==> config.mk <==
export PLATFORM = sky130hd
export DESIGN_NAME = dram_addr_gen
export DESIGN_NICKNAME = d
export VERILOG_FILES = /design/src/rtl/dram_pkg.sv /design/src/rtl/dram_ptr_step.sv /design/src/rtl/dram_bank_mask.sv /design/src/rtl/dram_addr_gen.sv
export SDC_FILE = /design/constraint.sdc
export NUM_CORES = 1
export LEC_CHECK = 0
export BUFFER_PORTS_ARGS = -buffer_cell sky130_fd_sc_hd__buf_2
export CORE_MARGIN = 4
export CORE_UTILIZATION = 40
export DETAILED_ROUTE_END_ITERATION = 12
export HOLD_SLACK_MARGIN = 0.02
export PLACE_DENSITY_LB_ADDON = 0.15
export SLEW_MARGIN = 30
export SYNTH_ARGS = -nofsm -noshare
export SYNTH_HDL_FRONTEND = slang
export SYNTH_SLANG_ARGS = --single-unit
==> constraint.sdc <==
create_clock -name clk_i -period 1.8 [get_ports clk_i]
set_input_delay 0.36 -clock clk_i [delete_from_list [all_inputs] [get_ports clk_i]]
set_output_delay 0.36 -clock clk_i [all_outputs]
set_load 0.02 [all_outputs]
==> src/rtl/dram_pkg.sv <==
package dram_pkg;
  typedef enum logic {
    ADV_HORIZ = 1'b0,
    ADV_VERT  = 1'b1
  } adv_mode_e;
endpackage

==> src/rtl/dram_ptr_step.sv <==
module dram_ptr_step
  import dram_pkg::*;
#(
  parameter int COLS  = 128,
  parameter int BANKS = 6,
  parameter int XW    = $clog2(COLS),
  parameter int YW    = $clog2(BANKS)
) (
  input  logic [XW-1:0] x_i,
  input  logic [YW-1:0] y_i,
  input  adv_mode_e     mode_i,
  output logic [XW-1:0] x_o,
  output logic [YW-1:0] y_o
);
  localparam logic [XW-1:0] XMAX = XW'(COLS - 1);
  localparam logic [YW-1:0] ICON = YW'(BANKS - 1);
  localparam logic [YW-1:0] YMAX = YW'(BANKS - 2);

  logic [XW-1:0] x_inc;
  logic          x_end;

  assign x_end = (x_i == XMAX);
  assign x_inc = x_end ? '0 : x_i + XW'(1);

  always_comb begin
    x_o = x_i;
    y_o = y_i;
    if (y_i == ICON) begin
      // icon bank: column only
      x_o = x_inc;
    end else if (mode_i == ADV_VERT) begin
      if (y_i == YMAX) begin
        y_o = '0;
        x_o = x_inc;
      end else begin
        y_o = y_i + YW'(1);
      end
    end else begin
      x_o = x_inc;
      if (x_end) y_o = (y_i == YMAX) ? '0 : y_i + YW'(1);
    end
  end
endmodule

==> src/rtl/dram_bank_mask.sv <==
module dram_bank_mask #(
  parameter int BANKS    = 6,
  parameter int DW       = 8,
  parameter int EDGE_BIT = 0,
  parameter int ICON_BIT = 4,
  parameter int YW       = $clog2(BANKS)
) (
  input  logic [YW-1:0] y_i,
  output logic [DW-1:0] mask_o
);
  localparam logic [YW-1:0] ICON = YW'(BANKS - 1);
  localparam logic [YW-1:0] EDGE = YW'(BANKS - 2);

  logic is_icon, is_edge;
  assign is_icon = (y_i == ICON);
  assign is_edge = (y_i == EDGE);

  for (genvar b = 0; b < DW; b++) begin : g_bit
    if (b == EDGE_BIT) begin : g_edge
      assign mask_o[b] = !is_icon;
    end else if (b == ICON_BIT) begin : g_icon
      assign mask_o[b] = !is_edge;
    end else begin : g_full
      assign mask_o[b] = !is_icon && !is_edge;
    end
  end
endmodule

==> src/rtl/dram_addr_gen.sv <==
module dram_addr_gen
  import dram_pkg::*;
#(
  parameter int COLS  = 128,
  parameter int BANKS = 6,
  parameter int DW    = 8,
  parameter int XW    = $clog2(COLS),
  parameter int YW    = $clog2(BANKS)
) (
  input  logic            clk_i,
  input  logic            rst_ni,
  input  logic            wr_strobe_i,
  input  logic [DW-1:0]   wr_data_i,
  input  logic            set_x_i,
  input  logic [XW:0]     set_x_val_i,
  input  logic            set_y_i,
  input  logic [YW-1:0]   set_y_val_i,
  input  logic            set_mode_i,
  input  logic            mode_vert_i,
  output logic            ram_we_o,
  output logic [YW+XW-1:0] ram_addr_o,
  output logic [DW-1:0]   ram_bit_en_o,
  output logic [DW-1:0]   ram_wdata_o
);
  localparam logic [XW:0]   XLIM = (XW+1)'(COLS);
  localparam logic [YW-1:0] YLIM = YW'(BANKS);
  localparam logic [YW-1:0] ICON = YW'(BANKS - 1);

  logic [XW-1:0] x_q, x_nx;
  logic [YW-1:0] y_q, y_nx;
  adv_mode_e     mode_q;
  logic [DW-1:0] mask;
  logic          x_ok, y_ok;

  assign x_ok = set_x_val_i < XLIM;
  assign y_ok = set_y_val_i < YLIM;

  dram_ptr_step #(.COLS(COLS), .BANKS(BANKS), .XW(XW), .YW(YW)) i_step (
    .x_i(x_q), .y_i(y_q), .mode_i(mode_q), .x_o(x_nx), .y_o(y_nx)
  );

  dram_bank_mask #(.BANKS(BANKS), .DW(DW), .EDGE_BIT(0), .ICON_BIT(4), .YW(YW)) i_mask (
    .y_i(y_q), .mask_o(mask)
  );

  always_ff @(posedge clk_i or negedge rst_ni) begin
    if (!rst_ni) begin
      x_q          <= '0;
      y_q          <= '0;
      mode_q       <= ADV_HORIZ;
      ram_we_o     <= 1'b0;
      ram_addr_o   <= '0;
      ram_bit_en_o <= '0;
      ram_wdata_o  <= '0;
    end else begin
      ram_we_o <= wr_strobe_i;
      if (wr_strobe_i) begin
        ram_addr_o   <= {y_q, x_q};
        ram_bit_en_o <= mask;
        ram_wdata_o  <= wr_data_i;
      end
      // load beats advance
      if (set_x_i && x_ok)   x_q <= set_x_val_i[XW-1:0];
      else if (wr_strobe_i)  x_q <= x_nx;
      if (set_y_i && y_ok)   y_q <= set_y_val_i;
      else if (wr_strobe_i)  y_q <= y_nx;
      if (set_mode_i)        mode_q <= adv_mode_e'(mode_vert_i);
    end
  end


  we_pulse_chk: assert property (@(posedge clk_i) disable iff (!rst_ni)
    ram_we_o == $past(wr_strobe_i));


  bad_x_load_chk: assert property (@(posedge clk_i) disable iff (!rst_ni)
    (set_x_i && !x_ok && !wr_strobe_i) |=> $stable(x_q));


  y_range_chk: assert property (@(posedge clk_i) disable iff (!rst_ni)
    y_q < YLIM);


  icon_hold_chk: assert property (@(posedge clk_i) disable iff (!rst_ni)
    (wr_strobe_i && y_q == ICON && !set_y_i) |=> y_q == ICON);


  final_wrap_chk: assert property (@(posedge clk_i) disable iff (!rst_ni)
    (wr_strobe_i && !set_x_i && !set_y_i && x_q == XW'(COLS-1) && y_q == YW'(BANKS-2))
    |=> (x_q == '0 && y_q == '0));


  mask_nonzero_chk: assert property (@(posedge clk_i) disable iff (!rst_ni)
    ram_we_o |-> ram_bit_en_o != '0);
endmodule

==> flow_summary.yaml, run 1 <==
worst_setup_path:
  worstPathCellList: "inv_1 > ha_2 > o21a_2 > o21ai_1 > or3_1 > a31oi_1"
  critPathKind: "flop to flop"
  crit_fanout: 5
  critPathLaunchType: "flop"
  cp-end-kind: "flop"
  critPathBufInv: 1
  cpPeakStageDelay_ps: 430
  crit_path_top_delay_cell: "dfrtp_1"
  worstPathArrival_ps: 1880
  required_ps: 2000
  critPathTopFamily: "compound AO/OA/AOI/OAI gates"
die:
  ios: 53
  core_area_um2: 3720
  start_util: 0.422
  die_y_um: 70.6
  chipWidth_um: 70.6
  num_rows: 22
  dieArea_um2: 4990
sta:
  max_slew.worst_pin.slew_ps: 734
  slew_headroom: 0.511
  hold_violations: 0
  finalSetupTns_ps: 0
  fmax_mhz: 596
  finClkSkew_ps: 4.22
  drv_slew: 0
  whs_ps: 140
  fin_crit_ps: 1680
  setup_viol: 0
  fin_crit_sh: 0.932
  rsz0062_at_grt: "no"
yosys:
  synth_warnings: 0
  synth_top_area_cell: "dfrtp_1"
  ys.flop_type: "dfrtp_1"
  synth_top_area_frac: 0.527
  synth.mux.area_fraction: 0.141
  ys_ff_latch: 33
  ys_types: 36
  synth-seq-area-share: 0.527
  synth_compound_area_frac: 0.132
  synth_top_family_by_area: "multiplexers"
  synth_xor_area_frac: 0.0168
  async_flop_share: 1.00
  synth.most_common_cell: "dfrtp_1"
  synth-simple-area-share: 0.0918
  synth_nets: 168
  synthCells: 138
  synthTopCellsByArea: "dfrtp_1 53%, mux2_2 9.3%, ha_1 3.2%"
  synth_area_um2: 1570
  synth_area_per_cell_um2: 11.4
  synth_edf_count: 0
  ys_top_cells_by_count: "33 x dfrtp_1, 13 x mux2_2, 11 x nor2_1, 9 x a21oi_1, 7 x inv_1"
  synth_fa_ha_area_frac: 0.0319
route:
  vias: 1156
  antenna_left: 0
  firstDrtPassIters: 4
  drtIter0Drc: 27
  vias_per_cell: 4.92
  drt_wl_total_um: 3150
  wl_per_cell_um: 13.4
  drc: 0
cts:
  clock_latency_ps: 280
  clk_path_buf_depth: 2
  htreeDepth: 2
  cts_buffers: 5
  cts.sinks: 33
  root_buffer: "clkbuf_8"
  cts_tree: "yes"
  post_cts.repair.setup_buffers: 0
  clk_pin_slew_ps: 60
grt:
  overflow: 0
  globalRouteTotalUtil: 0.136
  grt_start_max_net_pins: 34
  grt_pass1_vias: 1150
  grt_pass1_wl_um: 5350
  antenna_found_initial: 0
power:
  switchingPower_mw: 0.961
  power.density_nw_per_um2: 1330
  p_comb_frac: 0.372
  intPower_mw: 1.59
  p_leak_nw: 0.879
  pwr-share-seq: 0.436
  total_power_mw: 2.55
  p_clk_frac: 0.192
  switching_share: 0.377
  ir_drop_mv: 0.511
hold_path:
  hp-class: "input pin to async pin"
placed_design:
  hpwl_um: 2420
  placed_cell_area_um2: 1830
  port_buffers: 52
  gp_congestion: 0.808
  dpl.cell_count: 229
run_status:
  status: "complete, no violations"
final_layout:
  drive_gt1_frac: 0.417
  stdcell_area_um2: 1910
  final_cells: 235
  multiInputGateArea_um2: 652
  num_antenna_cells: 0
  regArea_um2: 826
  areaGrowthSynthToFinish_pct: 21.8
  nets: 218
  n_fill_cell: 346
job:
  maxCapViolCount: 0
## cells in the final DEF (no fill, tap or decap), types with 3 or more instances in the layout
master / instances
o21ai_0: 3
ha_1: 3
nand2_1: 5
clkbuf_8: 5
mux2_1: 4
a21oi_1: 9
mux2i_1: 3
buf_2: 52
dfrtp_1: 33
a31oi_1: 4
inv_1: 7
nor2_1: 11
nand3_1: 3
mux2_2: 13
## sequential cells by signal (all words and copies together), names as in the netlist
signal / count
ram_addr_o: 10
x_q: 7
y_q: 3
ram_we_o: 1
mode_q: 1
ram_bit_en_o: 3
ram_wdata_o: 8
## final cells by class
class                           instances  area share
Sequential cell                        33       0.433
Tap cell                               48      0.0315
Clock inverter                          1     0.00262
Multi-Input combinational cell         87       0.341
Inverter                                8      0.0157
Timing Repair Buffer                   53       0.140
Clock buffer                            5      0.0360
## metal layers
metal,vias up,track usage,share of wire
met4,0,0.0501,0.015
li1,576,-,-
met5,-,0,0
met2,39,0.220,0.46
met3,6,0.0540,0.081
met1,535,0.165,0.44
## cell families (layout without fill, tap and decap cells)
kind of cell / count (synthesis) / in the layout
xor+xnor: 3 / 3
simple gates: 30 / 30
compound gates: 30 / 30
fa+ha+maj: 4 / 4
mux: 20 / 20
buf+inv: 18 / 67
flops: 33 / 33
## path summary, 6_finish.rpt
| path | cells after the start | slack [ps] | start | endpoint |
|---|---|---|---|---|
| min in group clk_i | 2 | 250 | set_mode_i | mode_q |
| worst min-delay path | 1 | 140 | rst_ni | ram_addr_o[4] |
| worst min register to register | 1 | 470 | ram_addr_o[1] | ram_addr_o[1] |
| worst max register to register | 6 | 120 | y_q[0] | x_q[3] |
| worst max-delay path | 6 | 120 | y_q[0] | x_q[3] |
| max in group asynchronous | 1 | 1190 | rst_ni | ram_wdata_o[6] |
## worst register-to-register path, delay by kind of cell (launching register included)
kind                     cells  cell delay, ps
AO/OA/AOI/OAI                3             470
flip-flops                   1             430
AND/OR/NAND/NOR              1             360
adder cells (fa/ha/maj)      1             240
buffers and inverters        1             110
## through the flow
step | setup slack (ps) | util
floorplan | 272 | -
global placement | 189 | 0.493
detailed placement | 88.4 | 0.493
CTS | 78.2 | 0.513
global route | 10.4 | 0.514
finish | 123 | 0.514
## power groups by stage
stage	clock network (mW)	logic (mW)	registers, mW
3_5_place_dp	0	0.955	1.13
3_3_place_gp	0	0.944	1.11
6_report	0.488	0.947	1.11
4_1_cts	0.514	0.961	1.11
5_1_grt	0.541	1.05	1.15
2_1_floorplan	0	0.578	1.24
## timing repair
action | in CTS | in global routing
setup endpoints to repair | 0 | 4
hold buffers | 0 | 0
gates resized for setup | 0 | 1
Power figures use the tool's default switching activity.
==> run 2: changes to the inputs <==
- BUFFER_PORTS_ARGS: -buffer_cell sky130_fd_sc_hd__buf_2 -> -buffer_cell sky130_fd_sc_hd__buf_4
==> run 2 against run 1 <==
Effect of this change:
- design area is 8.7% higher
- highest routed layer unchanged
- critical endpoint is now x_q[0]
- core utilization increased by 4.4 points
- critical path depth is the same
- die area did not move
==> flow_summary.yaml, run 2 (synthesis results as in run 1) <==
run_status:
  status: "complete, no violations"
final_layout:
  multiInputGateArea_um2: 674
  n_fill_cell: 335
  reg.largest.list: "ram_addr_o x10, ram_wdata_o x8, x_q x7"
  areaGrowthSynthToFinish_pct: 32.3
  regMostFlops: "ram_addr_o"
  final_common_cell: "buf_4"
  drive_gt1_frac: 0.420
  num_antenna_cells: 0
  regArea_um2: 826
  largest_register_ffs: 10
  layout_common_cells: "53 x buf_4, 33 x dfrtp_1, 13 x mux2_2"
  nets: 218
cts:
  clk_pin_slew_ps: 60
  root_buffer: "clkbuf_8"
  cts_resized: 0
  cts_tree: "yes"
  cts.sinks: 33
  cts_buffers: 5
  clock_latency_ps: 270
  clk_path_buf_depth: 2
  cts_hold_buf: 0
  post_cts.repair.setup_buffers: 0
  htreeDepth: 2
power:
  p_clk_frac: 0.199
  switchingPower_mw: 1.01
  p_comb_frac: 0.396
  ir_drop_mv: 0.486
  p_leak_nw: 0.937
  pwr-share-seq: 0.404
  power.density_nw_per_um2: 1340
  switching_share: 0.362
  intPower_mw: 1.77
route:
  antenna_left: 0
  vias_per_cell: 5.03
  vias: 1187
  wl_per_cell_um: 13.7
  firstDrtPassIters: 4
  drc: 0
  drt_wl_total_um: 3240
  drtIter0Drc: 46
sta:
  drv_slew: 0
  finalSetupTns_ps: 0
  slew_headroom: 0.661
  max_slew.worst_pin.slew_ps: 508
  setup_viol: 0
  fin_crit_ps: 1690
  hold_violations: 0
  fmax_mhz: 592
  finClkSkew_ps: 3.10
  whs_ps: 21.6
  rsz0062_at_grt: "no"
  fin_crit_sh: 0.938
grt:
  globalRouteTotalUtil: 0.135
  grt_pass1_vias: 1197
  grt_pass1_wl_um: 5400
  antenna_found_initial: 0
  grt_start_max_net_pins: 34
  overflow: 0
worst_setup_path:
  required_ps: 1990
  rrSetupSlack_ps: 110
  worstPathArrival_ps: 1880
  r2r_cells: 6
  crit_fanout: 5
  reg2reg_from: "y_q[0]"
  crit_path_top_delay_cell: "dfrtp_1"
  critPathLaunchType: "flop"
  worstPathCellList: "inv_1 > ha_4 > o21a_2 > o21ai_1 > or3_1 > a31oi_1"
  critPathKind: "flop to flop"
  cpPeakStageDelay_ps: 450
  critPathTopFamily: "compound AO/OA/AOI/OAI gates"
  critPathBufInv: 1
  cp-end-kind: "flop"
  r2r_end: "x_q[0]"
die:
  core_area_um2: 3720
  start_util: 0.422
  die_y_um: 70.6
  num_rows: 22
  ios: 53
  dieArea_um2: 4990
  chipWidth_um: 70.6
placed_design:
  hpwl_um: 2400
  port_buffers: 52
  gp_congestion: 0.844
hold_path:
  hp-class: "input pin to async pin"
job:
  maxCapViolCount: 0
==> run 2: how the worst max path moves through the flow <==
stage,to,cells past startpoint,startpoint
detailed placement,x_q[0],6,y_q[1]
global placement,x_q[6],6,y_q[0]
global route,x_q[0],6,y_q[1]
finish,x_q[0],6,y_q[0]
floorplan,x_q[3],6,y_q[0]
CTS,x_q[0],6,y_q[1]
==> run 2: worst register-to-register path: stages (launching register included) <==
cell and delay, ps:
dfrtp_1 450, inv_1 140, ha_4 180, o21a_2 170, o21ai_1 110, or3_1 370
a31oi_1 190
==> run 2: final cells by class <==
class	count	share of cell area
inverter	8	0.0145
multi-input combinational	87	0.325
sequential	33	0.398
timing repair buffer	53	0.192
tap	48	0.0290
clock buffer	7	0.0416
==> run 2: power by group through the flow <==
| stage | Clock (mW) | Sequential, mW | Combinational (mW) |
|---|---|---|---|
| after floorplan | 0 | 1.24 | 0.578 |
| after global placement | 0 | 1.12 | 1.05 |
| after detailed placement | 0 | 1.13 | 1.06 |
| after CTS | 0.570 | 1.12 | 1.07 |
| after global routing | 0.596 | 1.16 | 1.20 |
| final | 0.553 | 1.12 | 1.10 |
==> run 2: through the flow <==
stage	utilization	setup slack, ps	total power, mW	std cells	cell area (µm²)
floorplan	-	272	1.82	138	1570
global placement	0.528	189	2.18	229	1960
detailed placement	0.528	109	2.20	229	1960
CTS	0.552	63.0	2.76	236	2050
global route	0.558	10.4	2.96	236	2070
finish	0.558	111	2.77	236	2070
==> run 2: routing by layer <==
layer  track usage  vias to the layer above  share of wire
li1              -                      581              -
met1         0.170                      564           0.44
met2         0.218                       38           0.48
met3        0.0369                        4          0.070
met4        0.0605                        0          0.013
met5             0                        -              0
